<file path="config.mk">
export PLATFORM = sky130hd
export DESIGN_NAME = pio_fifo_svc
export DESIGN_NICKNAME = d
export VERILOG_FILES = /design/src/rtl/pio_fifo_pkg.sv /design/src/rtl/pio_fifo_store.sv /design/src/rtl/pio_svc_fsm.sv /design/src/rtl/pio_fifo_svc.sv
export SDC_FILE = /design/constraint.sdc
export NUM_CORES = 1
export LEC_CHECK = 0
export ABC_CLOCK_PERIOD_IN_PS = 8150
export BUFFER_PORTS_ARGS = -buffer_cell sky130_fd_sc_hd__buf_2
export CORE_MARGIN = 5
export CORE_UTILIZATION = 35
export DETAILED_ROUTE_END_ITERATION = 7
export GPL_TIMING_DRIVEN = 1
export PLACE_DENSITY = 0.61
export SYNTH_ARGS = -nofsm -noshare
export SYNTH_HDL_FRONTEND = slang
export SYNTH_SLANG_ARGS = --single-unit
</file>
<file path="constraint.sdc">
create_clock -name clk -period 8.15 [get_ports clk]
set_input_delay 0.4075 -clock clk [delete_from_list [all_inputs] [get_ports clk]]
set_output_delay 0.4075 -clock clk [all_outputs]
set_load 0.05 [all_outputs]
</file>
<file path="src/rtl/pio_fifo_pkg.sv">
package pio_fifo_pkg;

    typedef enum logic [1:0] {
        SVC_ARMED = 2'd0,
        SVC_FIRE  = 2'd1,
        SVC_HELD  = 2'd2
    } svc_state_t;

    typedef enum logic {
        PATH_FWD = 1'b0,
        PATH_REV = 1'b1
    } path_t;

endpackage

</file>
<file path="src/rtl/pio_fifo_store.sv">
module pio_fifo_store #(
    parameter int DEPTH = 16,
    parameter int WIDTH = 8,
    localparam int AW = $clog2(DEPTH),
    localparam int CW = AW + 1
) (
    input  logic             clk,
    input  logic             rst_n,
    input  logic             flush,
    input  logic             push,
    input  logic             pop,
    input  logic [WIDTH-1:0] wdata,
    output logic [WIDTH-1:0] head,
    output logic [CW-1:0]    count,
    output logic             full,
    output logic             empty
);

    localparam logic [CW-1:0] DEPTH_C = CW'(DEPTH);

    logic [WIDTH-1:0] mem [DEPTH];
    logic [AW-1:0]    wr_ptr;
    logic [AW-1:0]    rd_ptr;
    logic             push_ok;
    logic             pop_ok;

    assign full    = (count == DEPTH_C);
    assign empty   = (count == '0);
    assign push_ok = push && !full && !flush;
    assign pop_ok  = pop && !empty && !flush;
    assign head    = mem[rd_ptr];

    always_ff @(posedge clk) begin
        if (push_ok) begin
            mem[wr_ptr] <= wdata;
        end
    end

    always_ff @(posedge clk) begin
        if (!rst_n || flush) begin
            wr_ptr <= '0;
            rd_ptr <= '0;
            count  <= '0;
        end else begin
            if (push_ok) begin
                wr_ptr <= wr_ptr + 1'b1;
            end
            if (pop_ok) begin
                rd_ptr <= rd_ptr + 1'b1;
            end
            unique case ({push_ok, pop_ok})
                2'b10:   count <= count + 1'b1;
                2'b01:   count <= count - 1'b1;
                default: count <= count;
            endcase
        end
    end

    // level stays within the storage
    p_no_overflow_r3: assert property (@(posedge clk) disable iff (!rst_n)
        count <= DEPTH_C);

    // a lone accepted push grows the level by one
    p_push_grows_r2: assert property (@(posedge clk) disable iff (!rst_n)
        (push_ok && !pop_ok) |=> (count == $past(count) + 1'b1));

    // a push into a full FIFO without a pop leaves it full
    p_full_holds_r3: assert property (@(posedge clk) disable iff (!rst_n)
        (full && push && !pop && !flush) |=> full);

endmodule

</file>
<file path="src/rtl/pio_svc_fsm.sv">
module pio_svc_fsm
    import pio_fifo_pkg::*;
#(
    parameter int DEPTH = 16,
    localparam int AW = $clog2(DEPTH),
    localparam int CW = AW + 1
) (
    input  logic          clk,
    input  logic          rst_n,
    input  path_t         path,
    input  logic [AW-1:0] thresh,
    input  logic [CW-1:0] count,
    input  logic          svc_clr,
    output logic          irq,
    output logic          svc_bit
);

    localparam logic [CW-1:0] DEPTH_C = CW'(DEPTH);

    svc_state_t state_q;
    svc_state_t state_d;
    logic       hit;
    logic [CW-1:0] rev_need;

    assign rev_need = DEPTH_C - CW'(thresh);

    always_comb begin
        unique case (path)
            PATH_REV: hit = (count >= rev_need);
            PATH_FWD: hit = (count <= CW'(thresh));
            default:  hit = 1'b0;
        endcase
    end

    always_comb begin
        state_d = state_q;
        unique case (state_q)
            SVC_ARMED: if (hit)     state_d = SVC_FIRE;
            SVC_FIRE:               state_d = SVC_HELD;
            SVC_HELD:  if (svc_clr) state_d = SVC_ARMED;
            default:                state_d = SVC_ARMED;
        endcase
    end

    always_ff @(posedge clk) begin
        if (!rst_n) begin
            state_q <= SVC_ARMED;
        end else begin
            state_q <= state_d;
        end
    end

    always_comb begin
        irq     = 1'b0;
        svc_bit = 1'b0;
        unique case (state_q)
            SVC_ARMED: begin
                irq     = 1'b0;
                svc_bit = 1'b0;
            end
            SVC_FIRE: begin
                irq     = 1'b1;
                svc_bit = 1'b1;
            end
            SVC_HELD: begin
                irq     = 1'b0;
                svc_bit = 1'b1;
            end
            default: begin
                irq     = 1'b0;
                svc_bit = 1'b0;
            end
        endcase
    end

    // the request is a single-cycle pulse
    p_irq_pulse_r6: assert property (@(posedge clk) disable iff (!rst_n)
        irq |=> !irq);

    // a request only follows a satisfied threshold condition
    p_irq_cause_r4: assert property (@(posedge clk) disable iff (!rst_n)
        $rose(irq) |-> $past(hit));

    // the service bit is kept until the host clears it
    p_svc_kept_r6: assert property (@(posedge clk) disable iff (!rst_n)
        (svc_bit && !svc_clr) |=> svc_bit);

    // a clear from the held state drops the service bit
    p_rearm_r7: assert property (@(posedge clk) disable iff (!rst_n)
        (state_q == SVC_HELD && svc_clr) |=> !svc_bit);

endmodule

</file>
<file path="src/rtl/pio_fifo_svc.sv">
module pio_fifo_svc
    import pio_fifo_pkg::*;
#(
    parameter int DEPTH = 16,
    parameter int WIDTH = 8,
    localparam int AW = $clog2(DEPTH),
    localparam int CW = AW + 1
) (
    input  logic             clk,
    input  logic             rst_n,
    input  logic             dir_rev,
    input  logic [AW-1:0]    thresh,
    input  logic             svc_clr,
    input  logic             host_wr,
    input  logic [WIDTH-1:0] host_wdata,
    input  logic             host_rd,
    input  logic             per_push,
    input  logic [WIDTH-1:0] per_wdata,
    input  logic             per_pop,
    output logic [WIDTH-1:0] head_data,
    output logic [CW-1:0]    fill_level,
    output logic             fifo_full,
    output logic             fifo_empty,
    output logic             svc_bit,
    output logic             irq,
    output logic             err_sticky
);

    path_t            path_q;
    path_t            path_req;
    logic             flush;
    logic             push;
    logic             pop;
    logic [WIDTH-1:0] wdata;
    logic             host_err;

    assign path_req = dir_rev ? PATH_REV : PATH_FWD;
    assign flush    = (path_req != path_q);

    always_ff @(posedge clk) begin
        if (!rst_n) begin
            path_q <= PATH_REV;
        end else begin
            path_q <= path_req;
        end
    end

    always_comb begin
        push     = 1'b0;
        pop      = 1'b0;
        wdata    = host_wdata;
        host_err = 1'b0;
        unique case (path_q)
            PATH_FWD: begin
                push     = host_wr;
                pop      = per_pop;
                wdata    = host_wdata;
                host_err = host_wr && fifo_full;
            end
            PATH_REV: begin
                push     = per_push;
                pop      = host_rd;
                wdata    = per_wdata;
                host_err = host_rd && fifo_empty;
            end
            default: begin
                push     = 1'b0;
                pop      = 1'b0;
            end
        endcase
        if (flush) begin
            push     = 1'b0;
            pop      = 1'b0;
            host_err = 1'b0;
        end
    end

    always_ff @(posedge clk) begin
        if (!rst_n) begin
            err_sticky <= 1'b0;
        end else if (host_err) begin
            err_sticky <= 1'b1;
        end
    end

    pio_fifo_store #(
        .DEPTH (DEPTH),
        .WIDTH (WIDTH)
    ) u_store (
        .clk   (clk),
        .rst_n (rst_n),
        .flush (flush),
        .push  (push),
        .pop   (pop),
        .wdata (wdata),
        .head  (head_data),
        .count (fill_level),
        .full  (fifo_full),
        .empty (fifo_empty)
    );

    pio_svc_fsm #(
        .DEPTH (DEPTH)
    ) u_fsm (
        .clk     (clk),
        .rst_n   (rst_n),
        .path    (path_q),
        .thresh  (thresh),
        .count   (fill_level),
        .svc_clr (svc_clr),
        .irq     (irq),
        .svc_bit (svc_bit)
    );

    // the error flag never falls outside reset
    p_err_sticky_r3: assert property (@(posedge clk) disable iff (!rst_n)
        err_sticky |=> err_sticky);

    // a direction change leaves the FIFO empty
    p_flush_empties_r8: assert property (@(posedge clk) disable iff (!rst_n)
        flush |=> (fill_level == '0));

endmodule

</file>
; Word-level counts from Yosys, hierarchy flattened
; Memories as Yosys holds them, arrays and structs flattened. A register that Yosys moved wholly into a read port is not among the register bits.
; Cells that the tools add are included.
[totals]
regBits = 17
ram_bits = 128
in_bits = 28
out_inout_bits = 18
elab_cells = 58
n_memories = 1
[memory_table]
columns = name, depth, word_bits, read_ports, rd_ports_with_merged_regs, write_ports, line_no
row1 = u_store.mem, 16, 8, 1, 1, 1, pio_fifo_store.sv:21  ; logic [WIDTH-1:0] mem [DEPTH];
[classes]
addsub = 5
order_cmp = 2
eq_ne = 8
n_mux = 19
bitwise_logic = 1
n_reduce_logical = 16
[ops]
columns = cell, count
row1 = $pmux W8 S2, 1
row2 = $pmux W5 S2, 1
row3 = $add A4 B1 Y4 const B, 2
row4 = $mux W1, 8
row5 = $mux W4, 2
row6 = $pmux W1 S2, 4
row7 = $logic_and A1 B1 Y1, 6
row8 = $pmux W2 S3, 1
row9 = $add A5 B1 Y5 const B, 1
row10 = $eq A5 B5 Y1 const B, 1
row11 = $ge A5 B5 Y1, 1
row12 = $le A5 B4 Y1, 1
row13 = $logic_not A5 Y1, 1
row14 = $sub A5 B1 Y5 const B, 1
row15 = $sub A5 B4 Y5 const A, 1
row16 = $eq A2 B1 Y1 const B, 2
row17 = $eq A2 B2 Y1 const B, 2
row18 = $logic_not A1 Y1, 4
row19 = $mux W2, 2
row20 = $logic_not A2 Y1, 1
row21 = $ne A2 B1 Y1 const B, 1
row22 = $ne A2 B2 Y1 const B, 1
row23 = $reduce_and A2 Y1, 1
row24 = $reduce_bool A2 Y1, 1
row25 = 4 further kinds, 4

; Longest topological paths before layout
[logic_depth]
ltp_word = 7
ltp_mapped = 15
mapped_depth_nobuf = 13

; Modules after synthesis
; Synthesis repeated with hierarchy kept, for this count alone.
[unflattened]
hier_cells = 396
hier_area_um2 = 6486.2
[by_module_without_submodules]
columns = mod, n_inst, cells_per_inst, area_each_um2, seq_area_each_um2
row1 = pio_fifo_store, 1, 324, 5828.1, 4184.0
row2 = pio_svc_fsm, 1, 50, 422.9, 40.0
row3 = pio_fifo_svc, 1, 22, 235.2, 40.0

; Least setup slack after synthesis
; No wires, ideal clock.
[synth_timing]
kind = register to register
from = reg u_store.count[1]
to = reg u_store.count[2]
setup_time_ns = 0.072
arrival_time_ns = 3.457
required_ns = 8.078
slack_ns = 4.621
path_stages_with_launch = 13
path_buffers = 2
synth_period_minus_slack_ns = 3.529
cell_sequence = dfxtp_1 > buf_2 > or4_4 > nor2_2 > nor2_1 > ha_1 > clkbuf_1 > xor2_1 > ha_1 > a21oi_2 > xor2_1 > or3_1 > a21oi_1
[synth_between]
elab_chain_len = 6
elab_cells_between_ends = 14
classes_between = add/sub (2) / eq/ne (3) / mux (1) / reduce/logical (8)
[synth_rtl]
columns = element, line_no
row1 = start: declaration, pio_fifo_store.sv:14  ; output logic [CW-1:0] count,
row2 = start signal: assignment, pio_fifo_store.sv:52  ; 2'b10: count <= count + 1'b1;
row3 = start signal: assignment, pio_fifo_store.sv:53  ; 2'b01: count <= count - 1'b1;
row4 = start signal: assignment, pio_fifo_store.sv:54  ; default: count <= count;
row5 = $logic_not A5 Y1 (*), pio_fifo_store.sv:28  ; assign empty = (count == '0);
row6 = net fifo_empty, pio_fifo_svc.sv:23  ; output logic fifo_empty,
row7 = $logic_not A1 Y1 (*), pio_fifo_store.sv:30  ; assign pop_ok = pop && !empty && !flush;
row8 = $logic_and A1 B1 Y1 (*) (2 in series), pio_fifo_store.sv:30
row9 = net u_store.pop_ok, pio_fifo_store.sv:25  ; logic pop_ok;
row10 = $eq A2 B1 Y1 / $eq A2 B2 Y1 (equally long branches), pio_fifo_store.sv:51  ; unique case ({push_ok, pop_ok})
row11 = $pmux W5 S2 / $reduce_bool A2 Y1 (equally long branches), --
; Mark *: on every way through the listed nets, which the timed path passes. The rest lies on a longest branch.
; A chain may end at the register's enable or synchronous reset.

; Worst setup path after layout
[layout_timing]
from = reg path_q
to = reg u_store.count[2]
[layout_between]
elab_chain_len = 7
elab_cells_between_ends = 16
classes_between = eq/ne (3) / mux (5) / bitwise (1) / reduce/logical (7)
[layout_rtl]
columns = element, line_no
row1 = start: declaration, pio_fifo_svc.sv:29  ; path_t path_q;
row2 = start signal: assignment, pio_fifo_svc.sv:44  ; path_q <= path_req;
row3 = $not A1 Y1, pio_fifo_svc.sv:53  ; unique case (path_q)
row4 = $pmux W1 S2, pio_fifo_svc.sv:53
row5 = $mux W1, pio_fifo_svc.sv:71  ; if (flush) begin
row6 = $logic_and A1 B1 Y1, pio_fifo_store.sv:30
row7 = $logic_and A1 B1 Y1 (*), pio_fifo_store.sv:30
row8 = net u_store.pop_ok, pio_fifo_store.sv:25
row9 = $eq A2 B1 Y1 / $eq A2 B2 Y1 (equally long branches), pio_fifo_store.sv:51
row10 = $pmux W5 S2 / $reduce_bool A2 Y1 (equally long branches), --
; Marked as above.

==> results.json <==
{
  "finalSetupTns_ps": 0,
  "ff_latch_area_mm2": 0.00427,
  "fmax_mhz": 314,
  "coreArea_mm2": 0.0180,
  "drt_iter0_markers": 257,
  "firstDrtPassIters": 4,
  "wl_per_cell_um": 19.9,
  "syn_to_final_growth_pct": 16.6,
  "ctsHtreeMaxLevel": 4,
  "cts.sinks": 149,
  "finalPower_w": 0.00175,
  "placed_cells": 633,
  "pin_count": 46,
  "outcome": "complete, no violations",
  "ys_ff_latch": 149,
  "synth_edf_count": 128,
  "via_per_inst": 5.11,
  "rows": 49,
  "grt_overflow": 0,
  "yosys-top-cells-count": "edfxtp_1 (128), mux4_2 (40), nor2_1 (33)",
  "port_buffers": 45,
  "cts_tree": "done",
  "place_ws_ps": 4950,
  "min_to": "path_q",
  "hold_class": "input port to register",
  "cts_resized": 0,
  "grt_max_degree": 33,
  "leakage_nw": 2.48,
  "final-hold-violation-count": 0,
  "async_flop_share": 0,
  "end_kind": "register",
  "fillers": 1599,
  "hpwl_um": 8630,
  "die_h_um": 145,
  "fin_crit_ps": 3190,
  "r2r_slack_ps": 4960,
  "rsz0062_at_grt": "false",
  "start_util": 0.355,
  "yosysTopAreaCell": "edfxtp_1",
  "drc": 0,
  "p_per_area_mw_per_mm2": 235,
  "setup_slack_ps": 4960,
  "cp_data_required_time_ps": 8500,
  "place_area_mm2": 0.00685,
  "syn-num-nets": 421,
  "clk_latency_ps": 420,
  "maxSlewHeadroom": 0.0448,
  "synth.distinct_cells": 47,
  "stdcell_area_mm2": 0.00744,
  "criticalPathCategory": "register to register",
  "yosysSeqAreaShare": 0.668,
  "clk_pin_slew_worst_paths_ps": 70,
  "fin_nets": 471,
  "first_global_vias": 3602,
  "syn_area_mm2": 0.00638,
  "drv_cap": 0,
  "multi_input_area_mm2": 0.00200,
  "syn_avg_cell_area_um2": 17.1,
  "post_cts_buffers": 0,
  "holdPathStages": 2,
  "rr_endpoint": "u_store.count[2]",
  "synthCells": 373,
  "start_kind": "register",
  "hp-start": "rst_n",
  "track_usage": 0.129,
  "final_cells": 665,
  "crit_fanout": 15,
  "n_antenna_cell": 0,
  "drive_above_1_share": 0.323,
  "timing.rr.start": "path_q",
  "ctsHoldBuffers": 0,
  "routabilityCongestion": 0.789,
  "die_x_um": 145,
  "die_area_mm2": 0.0210,
  "grt_pass1_wl_um": 20800,
  "post-route-period-util": 0.391,
  "antenna_found_initial": 0,
  "yosysMostFrequentCell": "edfxtp_1",
  "clk_path_buf_depth": 2,
  "tightest_slew_ps": 1420,
  "numCtsBuffers": 17,
  "finalMaxSlewViolations": 0,
  "ir_drop_mv": 0.197,
  "arrival_ps": 3540,
  "setup_viol": 0,
  "synth_top_cell_area_share": 0.602,
  "synth_area_leaders": "edfxtp_1 (60%), mux4_2 (14%), dfxtp_1 (6.6%)",
  "routed_wl_um": 13200,
  "synth_ff_type": "edfxtp_1",
  "synth_warnings": 0,
  "ant_nets": 0,
  "cts_root_buf": "clkbuf_16",
  "skew_ps": 7.75,
  "vias": 3396,
  "reg2regPathDepth": 10
}
-- cells by family (layout without fill, tap and decap cells) --
logic type / Yosys count / count (layout) / share of synthesized area
buf+inv: 31 / 94 / 0.0192
fa+ha+maj: 20 / 20 / 0.0392
simple gates: 76 / 76 / 0.0596
mux: 53 / 53 / 0.163
xor+xnor: 12 / 12 / 0.0165
flops: 149 / 149 / 0.668
compound gates: 32 / 32 / 0.0345
-- area by class of cell --
cell class / instances / share of cell area
Clock buffer: 17 / 0.0571
Clock inverter: 15 / 0.0224
Inverter: 13 / 0.00655
Multi-Input combinational cell: 193 / 0.268
Sequential cell: 149 / 0.573
Tap cell: 229 / 0.0385
Timing Repair Buffer: 49 / 0.0343
-- sequential cells by signal, summed over array words and instances, names as in the netlist, named ones only --
signal / flops
u_store.mem: 128
u_store.count: 5
u_store.rd_ptr: 4
u_store.wr_ptr: 4
u_fsm.state_q: 2
err_sticky: 1
path_q: 1
-- stage by stage --
stage / utilization / hold WS, ps
global placement: 0.381 / 447
CTS: 0.414 / 230
global route: 0.414 / 248
floorplan: - / 472
detailed placement: 0.381 / 475
finish: 0.414 / 245
-- power breakdown --
group          switching [W]  internal, W  leakage (nW)
Sequential        0.00000678     0.000841          1.32
Combinational      0.0000914    0.0000437         0.875
Clock               0.000331     0.000434         0.285
-- worst max-delay path: stages, from the launching register on --
cell and delay (ps):
dfxtp_1 730, nand3_1 240, a21boi_1 220, nor2_1 320, ha_1 500, xor2_1 190
ha_1 210, a21oi_2 60, xor2_1 180, or3_1 330, a21oi_1 140
-- worst max path at each step --
stage	startpoint	to	slack, ps
after floorplan	u_store.count[1]	u_store.count[2]	4620
after global placement	path_q	u_store.mem[1][4]	5100
after detailed placement	path_q	u_store.mem[0][4]	4950
after CTS	path_q	u_store.mem[0][7]	4920
after global routing	path_q	u_store.count[2]	4670
final	path_q	u_store.count[2]	4960
-- cell usage in the layout (no fill, tap or decap), types with 4 or more instances in the layout --
master and count:
edfxtp_1 128, buf_2 45, mux4_2 40, nor2_1 33
ha_1 20, dfxtp_1 20, clkbuf_16 17, inv_1 13
mux2_2 8, xor2_1 8, nand2_1 7, nor3_1 7
a21oi_1 7, nand2b_1 5, mux2i_1 5, nor2b_1 5
inv_6 5, xnor2_1 4, buf_4 4
-- routing by layer --
metal | wire length [um] | global-route usage
met4 | 114 | 0.0280
met3 | 827 | 0.0380
met5 | 0 | 0
met1 | 5610 | 0.168
met2 | 6660 | 0.214
Power figures use the tool's default switching activity.
